--- config.mk ---
export PLATFORM = sky130hd
export DESIGN_NAME = qwr_rx
export DESIGN_NICKNAME = d
export VERILOG_FILES = /design/src/rtl/qwr_pkg.sv /design/src/rtl/qwr_edge_det.sv /design/src/rtl/qwr_cmd_fsm.sv /design/src/rtl/qwr_addr_ctr.sv /design/src/rtl/qwr_rx.sv
export SDC_FILE = /design/constraint.sdc
export NUM_CORES = 1
export LEC_CHECK = 0
export CORE_MARGIN = 4
export CORE_UTILIZATION = 33
export CTS_BUF_LIST = sky130_fd_sc_hd__clkbuf_4
export DETAILED_ROUTE_END_ITERATION = 10
export SYNTH_ARGS = -nofsm -noshare
export SYNTH_HDL_FRONTEND = slang
export SYNTH_SLANG_ARGS = --single-unit
export TNS_END_PERCENT = 1
--- constraint.sdc ---
create_clock -name clk -period 3.8 [get_ports clk]
set_input_delay 0.38 -clock clk [delete_from_list [all_inputs] [get_ports clk]]
set_output_delay 0.38 -clock clk [all_outputs]
set_load 0.01 [all_outputs]
--- src/rtl/qwr_pkg.sv ---
// Package: shared types for the quad-nibble write receiver.
// Assumes nothing beyond being compiled before the modules that import it.
package qwr_pkg;
    // Phases of one select cycle.
    typedef enum logic [1:0] {
        PH_OPC  = 2'd0,   // collecting opcode
        PH_ADDR = 2'd1,   // collecting 24-bit address
        PH_DATA = 2'd2,   // collecting data nibbles
        PH_SKIP = 2'd3    // ignoring edges until select rises
    } qwr_phase_t;
endpackage

--- src/rtl/qwr_edge_det.sv ---
// Module: qwr_edge_det
// Detects a rising serial clock while select is low, and reports select-idle.
// Assumes sck and cs_n are already synchronous to clk and that each sck level
// lasts at least one clk cycle.
module qwr_edge_det (
    input  logic clk,
    input  logic rst_n,
    input  logic sck,
    input  logic cs_n,
    output logic rise,
    output logic idle
);
    logic sck_q;

    // Keep the previous sck level for edge detection.
    always_ff @(posedge clk) begin
        if (!rst_n) sck_q <= 1'b0;
        else        sck_q <= sck;
    end

    // Report a qualified edge only while select is low.
    always_comb begin
        rise = sck && !sck_q && !cs_n;
        idle = cs_n;
    end
endmodule

--- src/rtl/qwr_cmd_fsm.sv ---
// Module: qwr_cmd_fsm
// Sequences opcode, address and data phases; holds the opcode format mode.
// Assumes rise is a single-cycle pulse per sampled edge and idle is high
// whenever select is deasserted.
module qwr_cmd_fsm
    import qwr_pkg::*;
#(
    parameter int          AW      = 19,
    parameter int          CMD_AW  = 24,
    parameter int          OPW     = 8,
    parameter logic [7:0]  OP_WR   = 8'h12,
    parameter logic [7:0]  OP_QON  = 8'h38,
    parameter logic [7:0]  OP_QOFF = 8'hFF
) (
    input  logic          clk,
    input  logic          rst_n,
    input  logic          rise,
    input  logic          idle,
    input  logic [3:0]    sio,
    output logic          addr_load,
    output logic [AW-1:0] addr_val,
    output logic          byte_done,
    output logic [7:0]    byte_val
);
    localparam int ANIB   = CMD_AW / 4;
    localparam int CW     = $clog2(OPW > ANIB ? OPW : ANIB);
    localparam logic [CW-1:0] STD_LAST  = CW'(OPW - 1);
    localparam logic [CW-1:0] QUAD_LAST = CW'(OPW / 4 - 1);
    localparam logic [CW-1:0] ADDR_LAST = CW'(ANIB - 1);

    qwr_phase_t         phase;
    logic [CW-1:0]      cnt;
    logic               quad;
    logic               half;
    logic [3:0]         hi_nib;
    logic [OPW-1:0]     opc_sr;
    logic [CMD_AW-5:0]  addr_sr;
    logic [OPW-1:0]     opc_full;
    logic [CMD_AW-1:0]  addr_full;
    logic               opc_last;

    // Form the opcode and address including the nibble or bit arriving now.
    always_comb begin
        opc_full  = quad ? {opc_sr[OPW-5:0], sio} : {opc_sr[OPW-2:0], sio[0]};
        addr_full = {addr_sr, sio};
        opc_last  = (cnt == (quad ? QUAD_LAST : STD_LAST));
    end

    // Announce address capture and completed bytes to the address counter.
    always_comb begin
        addr_load = rise && (phase == PH_ADDR) && (cnt == ADDR_LAST);
        addr_val  = addr_full[AW-1:0];
        byte_done = rise && (phase == PH_DATA) && half;
        byte_val  = {hi_nib, sio};
    end

    // Phase sequencing, shift registers and the persistent format mode.
    always_ff @(posedge clk) begin
        if (!rst_n) begin
            phase   <= PH_OPC;
            cnt     <= '0;
            quad    <= 1'b0;
            half    <= 1'b0;
            hi_nib  <= '0;
            opc_sr  <= '0;
            addr_sr <= '0;
        end else if (idle) begin
            phase <= PH_OPC;
            cnt   <= '0;
            half  <= 1'b0;
        end else if (rise) begin
            case (phase)
                PH_OPC: begin
                    opc_sr <= opc_full;
                    cnt    <= cnt + 1'b1;
                    if (opc_last) begin
                        cnt <= '0;
                        if (opc_full == OP_WR) begin
                            phase <= PH_ADDR;
                        end else begin
                            phase <= PH_SKIP;
                            if (opc_full == OP_QON)  quad <= 1'b1;
                            if (opc_full == OP_QOFF) quad <= 1'b0;
                        end
                    end
                end
                PH_ADDR: begin
                    addr_sr <= addr_full[CMD_AW-5:0];
                    cnt     <= cnt + 1'b1;
                    if (cnt == ADDR_LAST) begin
                        cnt   <= '0;
                        phase <= PH_DATA;
                    end
                end
                PH_DATA: begin
                    half <= !half;
                    if (!half) hi_nib <= sio;
                end
                default: phase <= PH_SKIP;
            endcase
        end
    end
endmodule

--- src/rtl/qwr_addr_ctr.sv ---
// Module: qwr_addr_ctr
// Holds the running array address and registers the write strobe.
// Assumes addr_load and byte_done never pulse in the same cycle.
module qwr_addr_ctr #(
    parameter int AW = 19
) (
    input  logic          clk,
    input  logic          rst_n,
    input  logic          addr_load,
    input  logic [AW-1:0] addr_val,
    input  logic          byte_done,
    input  logic [7:0]    byte_val,
    output logic          wr_en,
    output logic [AW-1:0] wr_addr,
    output logic [7:0]    wr_data
);
    logic [AW-1:0] cur;

    // Load the start address, then issue one strobe per byte and advance.
    always_ff @(posedge clk) begin
        if (!rst_n) begin
            cur     <= '0;
            wr_en   <= 1'b0;
            wr_addr <= '0;
            wr_data <= '0;
        end else begin
            wr_en <= 1'b0;
            if (addr_load) begin
                cur <= addr_val;
            end else if (byte_done) begin
                wr_en   <= 1'b1;
                wr_addr <= cur;
                wr_data <= byte_val;
                cur     <= cur + 1'b1;
            end
        end
    end
endmodule

--- src/rtl/qwr_rx.sv ---
// Module: qwr_rx (top)
// Receives quad-address write commands and drives a byte write strobe.
// Assumes sck, cs_n and sio are synchronous to clk.
module qwr_rx #(
    parameter int         AW      = 19,
    parameter int         CMD_AW  = 24,
    parameter int         OPW     = 8,
    parameter logic [7:0] OP_WR   = 8'h12,
    parameter logic [7:0] OP_QON  = 8'h38,
    parameter logic [7:0] OP_QOFF = 8'hFF
) (
    input  logic          clk,
    input  logic          rst_n,
    input  logic          sck,
    input  logic          cs_n,
    input  logic [3:0]    sio,
    output logic          wr_en,
    output logic [AW-1:0] wr_addr,
    output logic [7:0]    wr_data
);
    logic          rise;
    logic          idle;
    logic          addr_load;
    logic [AW-1:0] addr_val;
    logic          byte_done;
    logic [7:0]    byte_val;

    qwr_edge_det u_edge (
        .clk   (clk),
        .rst_n (rst_n),
        .sck   (sck),
        .cs_n  (cs_n),
        .rise  (rise),
        .idle  (idle)
    );

    qwr_cmd_fsm #(
        .AW      (AW),
        .CMD_AW  (CMD_AW),
        .OPW     (OPW),
        .OP_WR   (OP_WR),
        .OP_QON  (OP_QON),
        .OP_QOFF (OP_QOFF)
    ) u_fsm (
        .clk       (clk),
        .rst_n     (rst_n),
        .rise      (rise),
        .idle      (idle),
        .sio       (sio),
        .addr_load (addr_load),
        .addr_val  (addr_val),
        .byte_done (byte_done),
        .byte_val  (byte_val)
    );

    qwr_addr_ctr #(
        .AW (AW)
    ) u_ctr (
        .clk       (clk),
        .rst_n     (rst_n),
        .addr_load (addr_load),
        .addr_val  (addr_val),
        .byte_done (byte_done),
        .byte_val  (byte_val),
        .wr_en     (wr_en),
        .wr_addr   (wr_addr),
        .wr_data   (wr_data)
    );
endmodule

### Word-level counts from Yosys, hierarchy flattened

Cells that the tools add are included.

| storage, ports and cells | value |
|---|---|
| register bits | 81 |
| latch bits | 0 |
| bits in writable memories | 0 |
| ROM bits | 0 |
| input bits | 8 |
| output and inout port bits | 28 |
| logic and storage cells | 66 |
| memories | 0 |

| cells by class | value |
|---|---|
| $add $sub $neg | 2 |
| multipliers | 0 |
| div/mod/pow operators | 0 |
| $lt $le $gt $ge | 0 |
| equal/unequal tests | 9 |
| shifts and indexed selects | 0 |
| mux-type cells | 14 |
| bitwise gates (word level) | 6 |
| reduce and logical (&&, ||, !) cells | 23 |

Operators with widths:

| kind | count |
|---|---|
| $mux W19 | 2 |
| $add A19 B1 Y19 const B | 1 |
| $mux W3 | 3 |
| $eq A8 B5 Y1 const B | 1 |
| $eq A8 B6 Y1 const B | 1 |
| $eq A8 B8 Y1 const B | 1 |
| $mux W8 | 1 |
| $reduce_and A4 Y1 | 2 |
| $logic_and A1 B1 Y1 | 6 |
| $mux W2 | 3 |
| $not A1 Y1 | 6 |
| $pmux W2 S3 | 1 |
| $pmux W3 S2 | 1 |
| $reduce_and A2 Y1 | 3 |
| $reduce_and A3 Y1 | 2 |
| $reduce_and A6 Y1 | 1 |
| $reduce_bool A2 Y1 | 3 |
| $reduce_or A2 Y1 | 2 |
| $add A3 B1 Y3 const B | 1 |
| $eq A3 B3 Y1 | 1 |
| $eq A3 B3 Y1 const B | 1 |
| $logic_not A1 Y1 | 3 |
| $mux W1 | 3 |
| $eq A2 B1 Y1 const B | 1 |
| other kinds (4) | 4 |

### Longest topological paths before layout

| logic depth | value |
|---|---|
| word-level depth | 7 |
| depth in mapped cells | 7 |
| gate-level depth less buffers | 6 |

### By module

Synthesis repeated with hierarchy kept, for this count alone.

| second synthesis, totals | value |
|---|---|
| cell total of the unflattened synthesis | 433 |
| area, all modules | 3697.3 um2 |

Modules (own cells, without submodules):

| module | instances | cells each | area an instance (um2) | seq. area each (um2) |
|---|---|---|---|---|
| qwr_addr_ctr | 1 | 250 | 1989.4 | 940.9 |
| qwr_cmd_fsm | 1 | 179 | 1661.6 | 660.6 |
| qwr_edge_det | 1 | 4 | 46.3 | 20.0 |

### Worst setup path after synthesis

No wires, ideal clock.

| path | value |
|---|---|
| path kind | input -> register |
| from | in cs_n |
| to | reg u_ctr.cur[18] |
| setup time | 0.074 ns |
| data arrival time | 1.824 ns |
| slack | 1.902 ns |
| stages on the path | 5 |
| buffers on the path | 1 |
| cell sequence | or3b_1 > clkbuf_1 > or4_1 > or3_1 > a31oi_1 |

| on the way | value |
|---|---|
| word-level cells in the longest chain between the ends | 5 |

Ends and longest elaborated chain:

| what | RTL line | RTL |
|---|---|---|
| from (decl) | qwr_rx.sv:15 | `input logic cs_n,` |
| $logic_not A1 Y1 (*) | qwr_edge_det.sv:23 | `rise = sck && !sck_q && !cs_n;` |
| $logic_and A1 B1 Y1 (*) | qwr_edge_det.sv:23 |  |
| $logic_and A1 B1 Y1, on equally long branches (2 in a row) | qwr_cmd_fsm.sv:51, qwr_cmd_fsm.sv:53 |  |
| $mux W19 / $reduce_bool A2 Y1 (equally long branches) | n/a |  |
| to (signal assigned) | qwr_addr_ctr.sv:29 | `cur <= addr_val;` |
| to (signal assigned) | qwr_addr_ctr.sv:34 | `cur <= cur + 1'b1;` |
| to (decl) | qwr_addr_ctr.sv:17 | `logic [AW-1:0] cur;` |

Mark *: on every way between the ends. The rest lies on a longest branch, timed or not.
A chain may end at the register's enable or synchronous reset.

### Worst setup path in the final report

| path | value |
|---|---|
| from | in sck |
| to | reg u_ctr.cur[18] |

| on the way | value |
|---|---|
| word-level cells in the longest chain between the ends | 5 |

Ends and longest elaborated chain:

| what | RTL line | RTL |
|---|---|---|
| from (decl) | qwr_rx.sv:14 | `input logic sck,` |
| $logic_and A1 B1 Y1 (*) (2 in a row) | qwr_edge_det.sv:23 |  |
| $logic_and A1 B1 Y1, on equally long branches (2 in a row) | qwr_cmd_fsm.sv:51, qwr_cmd_fsm.sv:53 |  |
| $mux W19 / $reduce_bool A2 Y1 (equally long branches) | n/a |  |

Marks and branches as above.

==> impl_metrics.csv <==
group,metric,value,unit
status,status,"finished clean",
route,dr_total_vias,3209,
global_routing,grt_pass1_vias,3070,
die,start_util,0.341,
route,drcViolationCount,0,
timing,whs,455,ps
route,drt-initial-drc-count,231,
synthesis,synth-edff-count,0,
die,num_io_pins,36,
worst_setup_path,critPathMaxFanout,14,
clock_tree,cts-root-buf,"clkbuf_4",
timing,setup_violations,0,
clock_tree,tritoncts,"yes",
place,dpl_cell_area,0.00400,mm²
worst_setup_path,required,4150,ps
worst_setup_path,critPathLaunchType,"input pin",
timing,fin_skew,16.7,ps
global_routing,grt.total_usage,0.146,
clock_tree,post-cts-setup-buffer-count,0,
power_and_ir_drop,vdd_ir_drop_max,0.000148,V
final_layout,fillers,1116,
synthesis,postSynthAreaPerCell,8.17,µm²
timing,finalSetupTns,0,ps
worst_hold_path,hold_path.class,"flip-flop to flip-flop",
power_and_ir_drop,power.density,356,mW/mm²
place,dp_worst_setup_slack,1130,ps
timing,final.period_utilization,0.582,
die,row_count,37,
synthesis,synth_top_area_share,0.458,
synthesis,synthTopCellsByArea,"dfxtp_1 46%, nand2_1 11%, a21oi_1 7.5%",
global_routing,grt_pass1_wl,15100,µm
synthesis,yosysMostFrequentCell,"nand2_1",
synthesis,synthesis.area,0.00354,mm²
synthesis,ys_ff_latch,81,
timing,worstMarginPinSlew,831,ps
final_layout,syn2layout_area_growth,17.2,%
clock_tree,clock_latency,430,ps
clock_tree,clock-sinks,81,
route,post_drt_wl_per_cell,14.9,µm
synthesis,synth_cell_types,52,
route,viasPerCell,5.38,
synthesis,synth.largest_area_cell,"dfxtp_1",
synthesis,synth_nets,444,
clock_tree,cts_made_buffers,9,
clock_tree,cts_max_level,3,
final_layout,fin_area,0.00415,mm²
timing,hold_viol,0,
final_layout,antenna_cells,0,
synthesis,synthFlopType,"dfxtp_1",
timing,min_period,2210,ps
die,core_area,0.0104,mm²
timing,postLayoutSetupSlackWorst,1590,ps
synthesis,ys.warnings.count,0,
synthesis,synthCells,433,
power_and_ir_drop,p_leak,1.23,nW
clock_tree,cts_resized,0,
synthesis,ys_top_cells_by_count,"102 x nand2_1, 81 x dfxtp_1, 53 x a21oi_1",
die,die_w,112,µm
place,io_buffers,35,
timing,timing.fmax,452,MHz
job,maxCapViolations,0,
die,die-area,0.0124,mm²
global_routing,antenna_found_initial,0,
final_layout,nets,468,
global_routing,grt_max_degree,41,
final_layout,drive_gt1_frac,0.0694,
worst_setup_path,endpoint_kind,"flip-flop",
worst_setup_path,timing_worst_setup_path_type,"input pin to flip-flop",
worst_setup_path,cp.arrival,2560,ps
synthesis,yosysSeqAreaShare,0.458,
clock_tree,clk_pin_slew_worst_paths,130,ps
timing,relSlewSlack,0.443,
clock_tree,hold_buffers,0,
global_routing,grt_overflow_total,0,
place,dp_hpwl,6140,µm
route,ant_nets,0,
timing,final-max-slew-violation-count,0,
route,drt_pass1_iterations,6,
route,drt_wl_total,8920,µm
clock_tree,clockBufferDepth,2,
synthesis,synthArstFlopShare,0,
place,gp_congestion,0.815,
timing,rsz0062_at_grt,"false",
die,die_y,112,µm
-- registers in the layout, summed over array words and instances (netlist names) --
| signal | flops |
|---|---|
| u_ctr.wr_en | 1 |
| u_ctr.wr_data | 8 |
| u_fsm.hi_nib | 4 |
| u_fsm.opc_sr | 7 |
| u_fsm.half | 1 |
| u_fsm.cnt | 3 |
| u_ctr.wr_addr | 19 |
| u_ctr.cur | 19 |
| u_fsm.quad | 1 |
| u_fsm.addr_sr | 15 |
| u_edge.sck_q | 1 |
| u_fsm.phase | 2 |
-- cell usage in the layout, fill, tap and decap left out, types with 4 or more instances in the layout --
cell and count:
a211oi_1 7, a21oi_1 53, a22oi_1 7, a31oi_1 15, buf_4 6, clkbuf_4 9
clkdlybuf4s50_1 35, dfxtp_1 81, inv_1 6, mux2i_1 12, nand2_1 102, nand3_1 10
nand3b_1 4, nand4_1 7, nor2_1 17, nor3_1 8, o211ai_1 5, o21ai_0 8
o311ai_0 4, or3_1 7, or4_1 5
-- kinds of logic (layout without fill, tap and decap cells) --
kind of cell	count (synthesis)	count (layout)	share of synthesized area
AO/OA/AOI/OAI	113	113	0.197
flip-flops	81	81	0.458
multiplexers	13	13	0.0371
adder cells (fa/ha/maj)	3	3	0.0106
XOR/XNOR	1	1	0.00247
AND/OR/NAND/NOR	187	187	0.257
buffers and inverters	35	63	0.0378
-- area by class of cell --
cell class                 count  area, µm²  share of cell area
clock inverter                 6       82.6              0.0199
multi-input combinational    317       1790               0.431
timing repair buffer          41        395              0.0953
clock buffer                   9       67.6              0.0163
inverter                       7       26.3             0.00633
sequential                    81       1620               0.391
tap                          136        170              0.0410
-- final timing paths --
| check | to | depth (start not counted) | from | slack, ps |
|---|---|---|---|---|
| worst min register to register | u_ctr.wr_data[5] | 2 | u_fsm.hi_nib[1] | 460 |
| worst min-delay path | u_ctr.wr_data[5] | 2 | u_fsm.hi_nib[1] | 460 |
| worst max-delay path | u_ctr.cur[18] | 5 | sck | 1590 |
| worst max register to register | u_ctr.cur[14] | 5 | u_ctr.cur[0] | 1620 |
-- layer usage --
layer	GRT usage	wire [µm]	vias to the layer above
met1	0.192	4070	1517
li1	-	-	1601
met2	0.237	4310	80
met4	0.0511	110	0
met5	0	0	-
met3	0.0288	428	11
-- per-stage QoR --
stage / util / std cells / total power, mW
final: 0.400 / 597 / 1.48
after global routing: 0.400 / 597 / 1.54
after CTS: 0.400 / 597 / 1.49
after detailed placement: 0.386 / 582 / 0.935
after global placement: 0.386 / 582 / 0.933
after floorplan: - / 433 / 0.911
-- report_power, final --
group	switching, mW	internal, mW
clock	0.299	0.262
sequential	0.00626	0.854
combinational	0.0355	0.0195
total	0.341	1.14
-- critical path, stage by stage --
cell	delay, ps
clkdlybuf4s50_1	500
or3b_1	590
or4_1	610
or3_1	320
a31oi_1	160
(Power assumes the default switching activity.)
